`config.mk`:
```
export PLATFORM = sky130hd
export DESIGN_NAME = serial_regport
export DESIGN_NICKNAME = d
export VERILOG_FILES = /design/src/rtl/serial_regport.sv
export SDC_FILE = /design/constraint.sdc
export NUM_CORES = 1
export LEC_CHECK = 0
export ABC_AREA = 1
export BUFFER_PORTS_ARGS = -buffer_cell sky130_fd_sc_hd__buf_2
export CORE_AREA = 5 5 66 113
export DETAILED_ROUTE_END_ITERATION = 6
export DIE_AREA = 0 0 71 118
export PLACE_DENSITY = 0.71
export SLEW_MARGIN = 20
export SYNTH_ARGS = -nofsm -noshare
export SYNTH_HDL_FRONTEND = slang
export SYNTH_SLANG_ARGS = --single-unit
```
`constraint.sdc`:
```
create_clock -name clk -period 1.9 [get_ports clk]
set_input_delay 0.38 -clock clk [delete_from_list [all_inputs] [get_ports clk]]
set_output_delay 0.38 -clock clk [all_outputs]
set_load 0.02 [all_outputs]
```
`src/rtl/serial_regport.sv`:
```
module serial_regport #(
  parameter int SYNC_STAGES = 2
) (
  input  logic       clk,
  input  logic       rst_n,
  input  logic       msb_first,
  input  logic       cs_n,
  input  logic       sclk,
  input  logic       sdi,
  output logic       sdo_oe,
  output logic [7:0] reg_addr,
  output logic [7:0] reg_wdata,
  output logic       reg_wr,
  output logic       reg_rd,
  input  logic [7:0] reg_rdata
);
  localparam int TOP = SYNC_STAGES - 1;

  typedef enum logic [1:0] {PH_ADDR, PH_INSTR, PH_DATA, PH_DONE} phase_t;

  logic [TOP:0] cs_pipe, sclk_pipe, sdi_pipe;
  logic         sclk_d;
  logic         cs_q, sclk_s, sdi_s, rise, fall, byte_done;
  phase_t       phase;
  logic [2:0]   bit_cnt;
  logic [7:0]   sh, next_sh, tx, addr, wdata, step_addr;
  logic [6:0]   left;
  logic         rw, wr_q, rd_q, drive, sdo_bit;

  always_ff @(posedge clk or negedge rst_n)
    if (!rst_n) begin
      cs_pipe   <= '1;
      sclk_pipe <= '0;
      sdi_pipe  <= '0;
      sclk_d    <= 1'b0;
    end else begin
      cs_pipe   <= {cs_pipe[TOP-1:0], cs_n};
      sclk_pipe <= {sclk_pipe[TOP-1:0], sclk};
      sdi_pipe  <= {sdi_pipe[TOP-1:0], sdi};
      sclk_d    <= sclk_pipe[TOP];
    end

  assign cs_q      = cs_pipe[TOP];
  assign sclk_s    = sclk_pipe[TOP];
  assign sdi_s     = sdi_pipe[TOP];
  assign rise      = !cs_q && sclk_s && !sclk_d;
  assign fall      = !cs_q && !sclk_s && sclk_d;
  assign byte_done = rise && bit_cnt == 3'd7 && phase != PH_DONE;
  assign next_sh   = msb_first ? {sh[6:0], sdi_s} : {sdi_s, sh[7:1]};
  assign step_addr = msb_first ? addr - 8'd1 : addr + 8'd1;

  always_ff @(posedge clk or negedge rst_n)
    if (!rst_n) begin
      phase   <= PH_ADDR;
      bit_cnt <= '0;
      sh      <= '0;
      tx      <= '0;
      addr    <= '0;
      wdata   <= '0;
      left    <= '0;
      rw      <= 1'b0;
      wr_q    <= 1'b0;
      rd_q    <= 1'b0;
      drive   <= 1'b0;
      sdo_bit <= 1'b1;
    end else begin
      wr_q <= 1'b0;
      rd_q <= 1'b0;
      if (wr_q) addr <= step_addr;
      if (cs_q) begin
        phase   <= PH_ADDR;
        bit_cnt <= '0;
        left    <= '0;
        drive   <= 1'b0;
        sdo_bit <= 1'b1;
      end else begin
        if (rise && phase != PH_DONE) begin
          sh      <= next_sh;
          bit_cnt <= bit_cnt + 3'd1;
        end
        if (byte_done)
          case (phase)
            PH_ADDR: begin
              addr  <= next_sh;
              phase <= PH_INSTR;
            end
            PH_INSTR: begin
              rw   <= next_sh[7];
              left <= next_sh[6:0];
              if (next_sh[6:0] == 7'd0) phase <= PH_DONE;
              else begin
                phase <= PH_DATA;
                rd_q  <= next_sh[7];
              end
            end
            PH_DATA: begin
              left <= left - 7'd1;
              if (left == 7'd1) phase <= PH_DONE;
              if (!rw) begin
                wr_q  <= 1'b1;
                wdata <= next_sh;
              end else begin
                addr <= step_addr;
                if (left != 7'd1) rd_q <= 1'b1;
              end
            end
            default: ;
          endcase
        if (fall && phase == PH_DATA && rw) begin
          drive   <= 1'b1;
          sdo_bit <= msb_first ? tx[7] : tx[0];
          tx      <= msb_first ? {tx[6:0], 1'b0} : {1'b0, tx[7:1]};
        end else if (fall || phase == PH_DONE) begin
          drive <= 1'b0;
        end
      end
      if (rd_q) tx <= reg_rdata;
    end

  assign sdo_oe    = drive && !sdo_bit && !cs_q;
  assign reg_addr  = addr;
  assign reg_wdata = wdata;
  assign reg_wr    = wr_q;
  assign reg_rd    = rd_q;

  assert_one_strobe_R9: assert property (@(posedge clk) disable iff (!rst_n)
    !(reg_wr && reg_rd));

  assert_wr_pulse_R4: assert property (@(posedge clk) disable iff (!rst_n)
    reg_wr |=> !reg_wr);

  assert_rd_pulse_R6: assert property (@(posedge clk) disable iff (!rst_n)
    reg_rd |=> !reg_rd);

  assert_wr_step_R5: assert property (@(posedge clk) disable iff (!rst_n)
    reg_wr |=> reg_addr == ($past(msb_first) ? $past(reg_addr) - 8'd1
                                             : $past(reg_addr) + 8'd1));

  assert_idle_deselected_R2: assert property (@(posedge clk) disable iff (!rst_n)
    cs_q |=> !reg_wr && !reg_rd && !sdo_oe);

  assert_sdo_read_only_R8: assert property (@(posedge clk) disable iff (!rst_n)
    sdo_oe |-> rw && (phase == PH_DATA || phase == PH_DONE));
endmodule

```
### Yosys cells after proc, flatten, opt, wreduce, memory -nomap -nowiden

Cells that the tools add are included.

| word-level totals | value |
|---|---|
| flip-flop bits (word level) | 56 |
| bits of input ports | 14 |
| output and inout port bits | 19 |
| logic and storage cells | 99 |

| cells by class | value |
|---|---|
| add/subtract/negate cells | 4 |
| equal/unequal tests | 9 |
| muxes and demuxes | 37 |
| bitwise gates (word level) | 2 |
| reductions and logical operators | 31 |

Operator list:

| cell | number |
|---|---|
| 8-bit two-way mux | 10 |
| 1-bit two-way mux | 16 |
| 8-bit case mux with 2 select lines | 1 |
| 7-bit two-way mux | 2 |
| 7-bit case mux with 2 select lines | 1 |
| 1-bit logical AND | 11 |
| 8-bit by 1-bit adder with 8-bit output, second input constant | 1 |
| 2-bit nonzero test | 4 |
| 8-bit by 1-bit subtractor with 8-bit output, second input constant | 1 |
| 7-bit by 1-bit equality test with 1-bit output, second input constant | 1 |
| 7-bit zero test | 1 |
| 7-bit by 1-bit != test with 1-bit output, second input constant | 1 |
| 7-bit by 1-bit subtractor with 7-bit output, second input constant | 1 |
| 2-bit two-way mux | 3 |
| 3-bit two-way mux | 2 |
| 2-bit case mux with 3 select lines | 1 |
| 2-bit AND reduction | 3 |
| 3-bit AND reduction | 2 |
| 3-bit nonzero test | 2 |
| 2-bit equality test, second input constant | 2 |
| 1-bit zero test | 4 |
| 4-bit AND reduction | 1 |
| 4-bit nonzero test | 1 |
| 3-bit by 1-bit adder with 3-bit output, second input constant | 1 |
| other kinds (9) | 10 |

### Logic depth before layout (Yosys ltp)

| logic depth | value |
|---|---|
| word-level depth | 8 |
| depth in mapped cells | 12 |
| depth with buffers taken out | 12 |

### Worst setup path before layout

OpenSTA, ideal clock, no wires.

| timing | value |
|---|---|
| path kind | register -> register |
| start | register addr[4] (netlist: reg_addr[4]) |
| end | register addr[5] (netlist: reg_addr[5]) |
| setup time | 0.116 ns |
| data arrival time | 1.511 ns |
| required time | 1.784 ns |
| slack | 0.273 ns |
| stages on the path, launching flop included | 10 |
| buffers on the path | 0 |
| clock period less this slack | 1.627 ns |
| cell sequence | dfrtp_1 > ha_1 > a21oi_1 > nand3_1 > nand2_1 > nand3_1 > nand3_1 > nand2_1 > nand2_1 > nand2_1 |

| on the way | value |
|---|---|
| longest elaborated chain between the ends | 7 |
| elaborated cells between the ends (all ways) | 8 |
| those cells by class | 2 x add/sub; 6 x mux |

RTL lines:

| what | RTL line | text |
|---|---|---|
| start, declared | 26 | `logic [7:0] sh, next_sh, tx, addr, wdata, step_addr;` |
| start signal, assigned | 69 | `if (wr_q) addr <= step_addr;` |
| start signal, assigned | 84 | `addr <= next_sh;` |
| start signal, assigned | 103 | `addr <= step_addr;` |
| 8-bit by 1-bit adder with 8-bit output or 8-bit by 1-bit subtractor with 8-bit output (tied branches) | 50 | `assign step_addr = msb_first ? addr - 8'd1 : addr + 8'd1;` |
| 8-bit two-way mux (*) | 50 |  |
| 8-bit two-way mux | 69 |  |
| 8-bit two-way mux | 99 | `if (!rw) begin` |
| 8-bit case mux with 2 select lines | 82 | `case (phase)` |
| 8-bit two-way mux | 81 | `if (byte_done)` |
| 8-bit two-way mux (*) | 70 | `if (cs_q) begin` |

Every way passes the cells marked *; elsewhere a longest branch is shown, timed or not.
A chain may end at the register's enable or synchronous reset.

### Worst setup path in the final report

| timing | value |
|---|---|
| start | register phase[0] |
| end | register left[6] |

| on the way | value |
|---|---|
| longest elaborated chain between the ends | 4 |
| elaborated cells between the ends (all ways) | 10 |
| those cells by class | 3 x eq/ne; 3 x mux; 4 x reduce/logical |

RTL lines:

| what | RTL line | text |
|---|---|---|
| start, declared | 24 | `phase_t phase;` |
| start signal, assigned | 54 | `phase <= PH_ADDR;` |
| start signal, assigned | 71 | `phase <= PH_ADDR;` |
| start signal, assigned | 85 | `phase <= PH_INSTR;` |
| 2-bit equality test (tied with other cells) | 82 |  |
| 7-bit case mux with 2 select lines or 1-bit logical AND (tied branches) | 82, 48 |  |
| 7-bit two-way mux or 2-bit nonzero test (tied branches) | -- |  |
| 7-bit two-way mux or 2-bit AND reduction (tied branches) | -- |  |
| end signal, assigned | 89 | `left <= next_sh[6:0];` |
| end signal, assigned | 97 | `left <= left - 7'd1;` |
| end, declared | 27 | `logic [6:0] left;` |

Several ways; a longest one is shown, not always the timed one. The select of a mux whose other input is x is not followed.

==> flow_summary_export.csv <==
group,metric,value,unit
power,power.share.sequential,0.494,
sta,finalMaxSlewViolations,0,
yosys,synth_edf_count,0,
yosys,syn_area,0.00317,mm^2
clock_tree,cts_resized,0,
routing,drtPass1Iterations,4,
sta,clock_skew,0.0105,ns
grt,grt_usage,0.184,
yosys,synth_area_per_cell,8.23,um^2
yosys,yosys.area_share.simple,0.229,
finish,mostFrequentLayoutCell,"nand2_1",
clock_tree,ctsHoldBuffers,0,
power,p_leak,1.90,nW
yosys,ys_seq_area_frac,0.444,
power,powerDensity,720,mW/mm^2
power,post-layout-total-power,2.65,mW
power,power.share.switching,0.273,
floorplan,start_util,0.492,
sta,timing.final.ws_setup,0.174,ns
power,p_comb_frac,0.160,
yosys,syn_nets,414,
finish,fin_area,0.00368,mm^2
finish,multi_input_area,0.00152,mm^2
routing,vias_per_cell,5.32,
placed_design,pre_cts_ws,0.0543,ns
power,power_switching,0.724,mW
floorplan,core-area,0.00644,mm^2
finish,nets,465,
clock_tree,cts-buffers-inserted,5,
setup_path,cp_max_fo,8,
sta,tightest_slew,0.477,ns
placed_design,placed_area,0.00352,mm^2
floorplan,dieArea,0.00838,mm^2
sta,rsz0062_at_grt,"no",
routing,wl,7260,um
yosys,synth_compound_area_frac,0.152,
placed_design,dp_hpwl,5580,um
setup_path,cpMaxStageDelayCell,"dfrtp_1",
finish,fill_cells,607,
routing,routedWlPerCell,14.0,um
yosys,synth-seq-cells,56,
clock_tree,cts_sinks,56,
setup_path,cp_data_arrival_time,1.90,ns
sta,fin_crit_sh,0.909,
placed_design,gp_congestion,0.931,
placed_design,portBuffers,32,
clock_tree,htree_levels,2,
routing,drc,0,
yosys,synth_fa_ha_area_frac,0.0616,
grt,grt_max_degree,37,
finish,post-route-util,0.571,
clock_tree,clockRootBuffer,"clkbuf_16",
finish,diodes,0,
sta,period_needed,1.73,ns
clock_tree,tritoncts,"built",
routing,postRouteAntennaNets,0,
sta,whs,0.0581,ns
finish,final_cells,519,
setup_path,crit_path_start_kind,"flop",
yosys,synthFlopType,"dfrtp_1",
clock_tree,post_cts_buffers,0,
floorplan,rows,39,
power,intPower,1.93,mW
floorplan,ios,33,
yosys,yosys_warnings,0,
floorplan,die_h,118,um
grt,grt.overflow.total,0,
min_path,hp-class,"primary input to asynchronous set/reset pin",
sta,max_slew_margin,0.680,
routing,drt_iter0_markers,126,
power,p_clk_frac,0.346,
grt,grt_pass1_wl,12400,um
placed_design,place_inst,511,
clock_tree,insertion_delay,0.30,ns
yosys,syn-instance-count,385,
finish,drive_gt1_frac,0.195,
setup_path,crit_chain,"ha_1 -> nor2_2 -> nand3_4 -> nor2_8 -> inv_1 -> o21ai_4 -> o21ai_0",
setup_path,crit_buf_inv,1,
sta,max_freq,0.579,GHz
yosys,synth_mux_area_frac,0.00632,
sta,hold_viol_final,0,
finish,regArea,0.00141,mm^2
floorplan,die_x,71,um
clock_tree,clk_pin_slew,0.07,ns
sta,fin_setup_tns,0,ns
setup_path,crit_path_end_kind,"flop",
setup_path,cp_top_family,"flip-flops",
setup_path,cp_slowest_stage_delay,0.42,ns
finish,areaGrowthSynthToFinish,16.2,%
setup_path,cp.required,2.07,ns
finish,mostFrequentLayoutCells,"104 x nand2_1, 53 x dfrtp_1, 45 x inv_1",
run,maxCapViolations,0,
yosys,async_flop_share,1.00,
clock_tree,cts_buffer_depth,2,
sta,setup_violations,0,
yosys,synth_xor_area_frac,0.0249,
setup_path,crit_type,"flop to flop",
status,status,"completed",
routing,dr_total_vias,2759,
power,peakVddDrop,0.543,mV
grt,grt_pass1_vias,2802,
yosys,synth_top_family_by_area,"simple AND/OR/NAND/NOR gates",
yosys,synth.distinct_cells,43,
grt,antenna_found_initial,0,
[sequential cells by signal, summed over array words and instances (netlist names)]
name       count
bit_cnt        3
reg_addr       8
reg_wr         1
sh             8
tx             8
phase          2
sclk_d         1
reg_wdata      8
sdo_bit        1
cs_pipe        2
reg_rd         1
sdi_pipe       2
rw             1
sclk_pipe      2
left           7
drive          1
[Yosys cell counts, types with 2 or more instances]
cell      instances  share of area
a21oi_1           9          0.014
a22oi_1           2         0.0047
buf_2             3         0.0047
buf_6             4          0.014
clkbuf_1          2         0.0024
dfrtp_1          53           0.42
dfstp_2           3          0.025
ha_1             14          0.055
inv_1            45          0.053
inv_2             3         0.0036
mux2i_1           2         0.0063
nand2_1         104           0.12
nand2_2           2         0.0040
nand3_1          23          0.036
nand4_1           5         0.0099
nor2_1           15          0.018
nor3_1            2         0.0032
o211ai_1          4         0.0095
o21ai_0          39          0.062
o21ai_1           9          0.014
o21ai_2           2         0.0055
o221ai_1          5          0.014
o22ai_1           6          0.012
or2_2             3         0.0059
xnor2_1           4          0.011
xor2_1            5          0.014
[area by class of cell]
class                      count  area share
sequential                    56       0.382
tap                           82      0.0279
multi-input combinational    270       0.412
clock buffer                   6      0.0350
inverter                      49      0.0506
clock inverter                 2     0.00442
timing repair buffer          54      0.0884
[power groups by stage]
stage                     Clock, mW  Combinational (mW)  Sequential [mW]
after floorplan                   0               0.240             1.32
after global placement            0               0.415             1.33
after detailed placement          0               0.420             1.33
after CTS                     0.942               0.423             1.31
after global routing          0.995               0.477             1.32
final                         0.918               0.423             1.31
[final timing paths]
path,startpoint,end,slack [ns],depth (start not counted)
min reg2reg,sclk_pipe[0],sclk_pipe[1],0.35,0
max reg2reg,phase[0],left[6],0.17,7
min in group clk,cs_n,cs_pipe[0],0.18,1
max,phase[0],left[6],0.17,7
min,rst_n,left[5],0.06,2
max in group asynchronous,rst_n,sdo_bit,1.42,2
[layer usage]
layer / track usage / vias to the layer above / part of all wire / wire (um)
met5: 0 / - / 0 / 0
met4: 0.101 / 0 / 0.044 / 320
met3: 0.0333 / 19 / 0.045 / 324
met2: 0.332 / 73 / 0.53 / 3860
met1: 0.195 / 1296 / 0.38 / 2750
li1: - / 1371 / - / -
[cells by family after synthesis]
group,count (synthesis)
flip-flops,56
multiplexers,2
XOR/XNOR,9
adder cells (fa/ha/maj),15
AO/OA/AOI/OAI,82
AND/OR/NAND/NOR,162
buffers and inverters,59
Power figures use the tool's default switching activity.
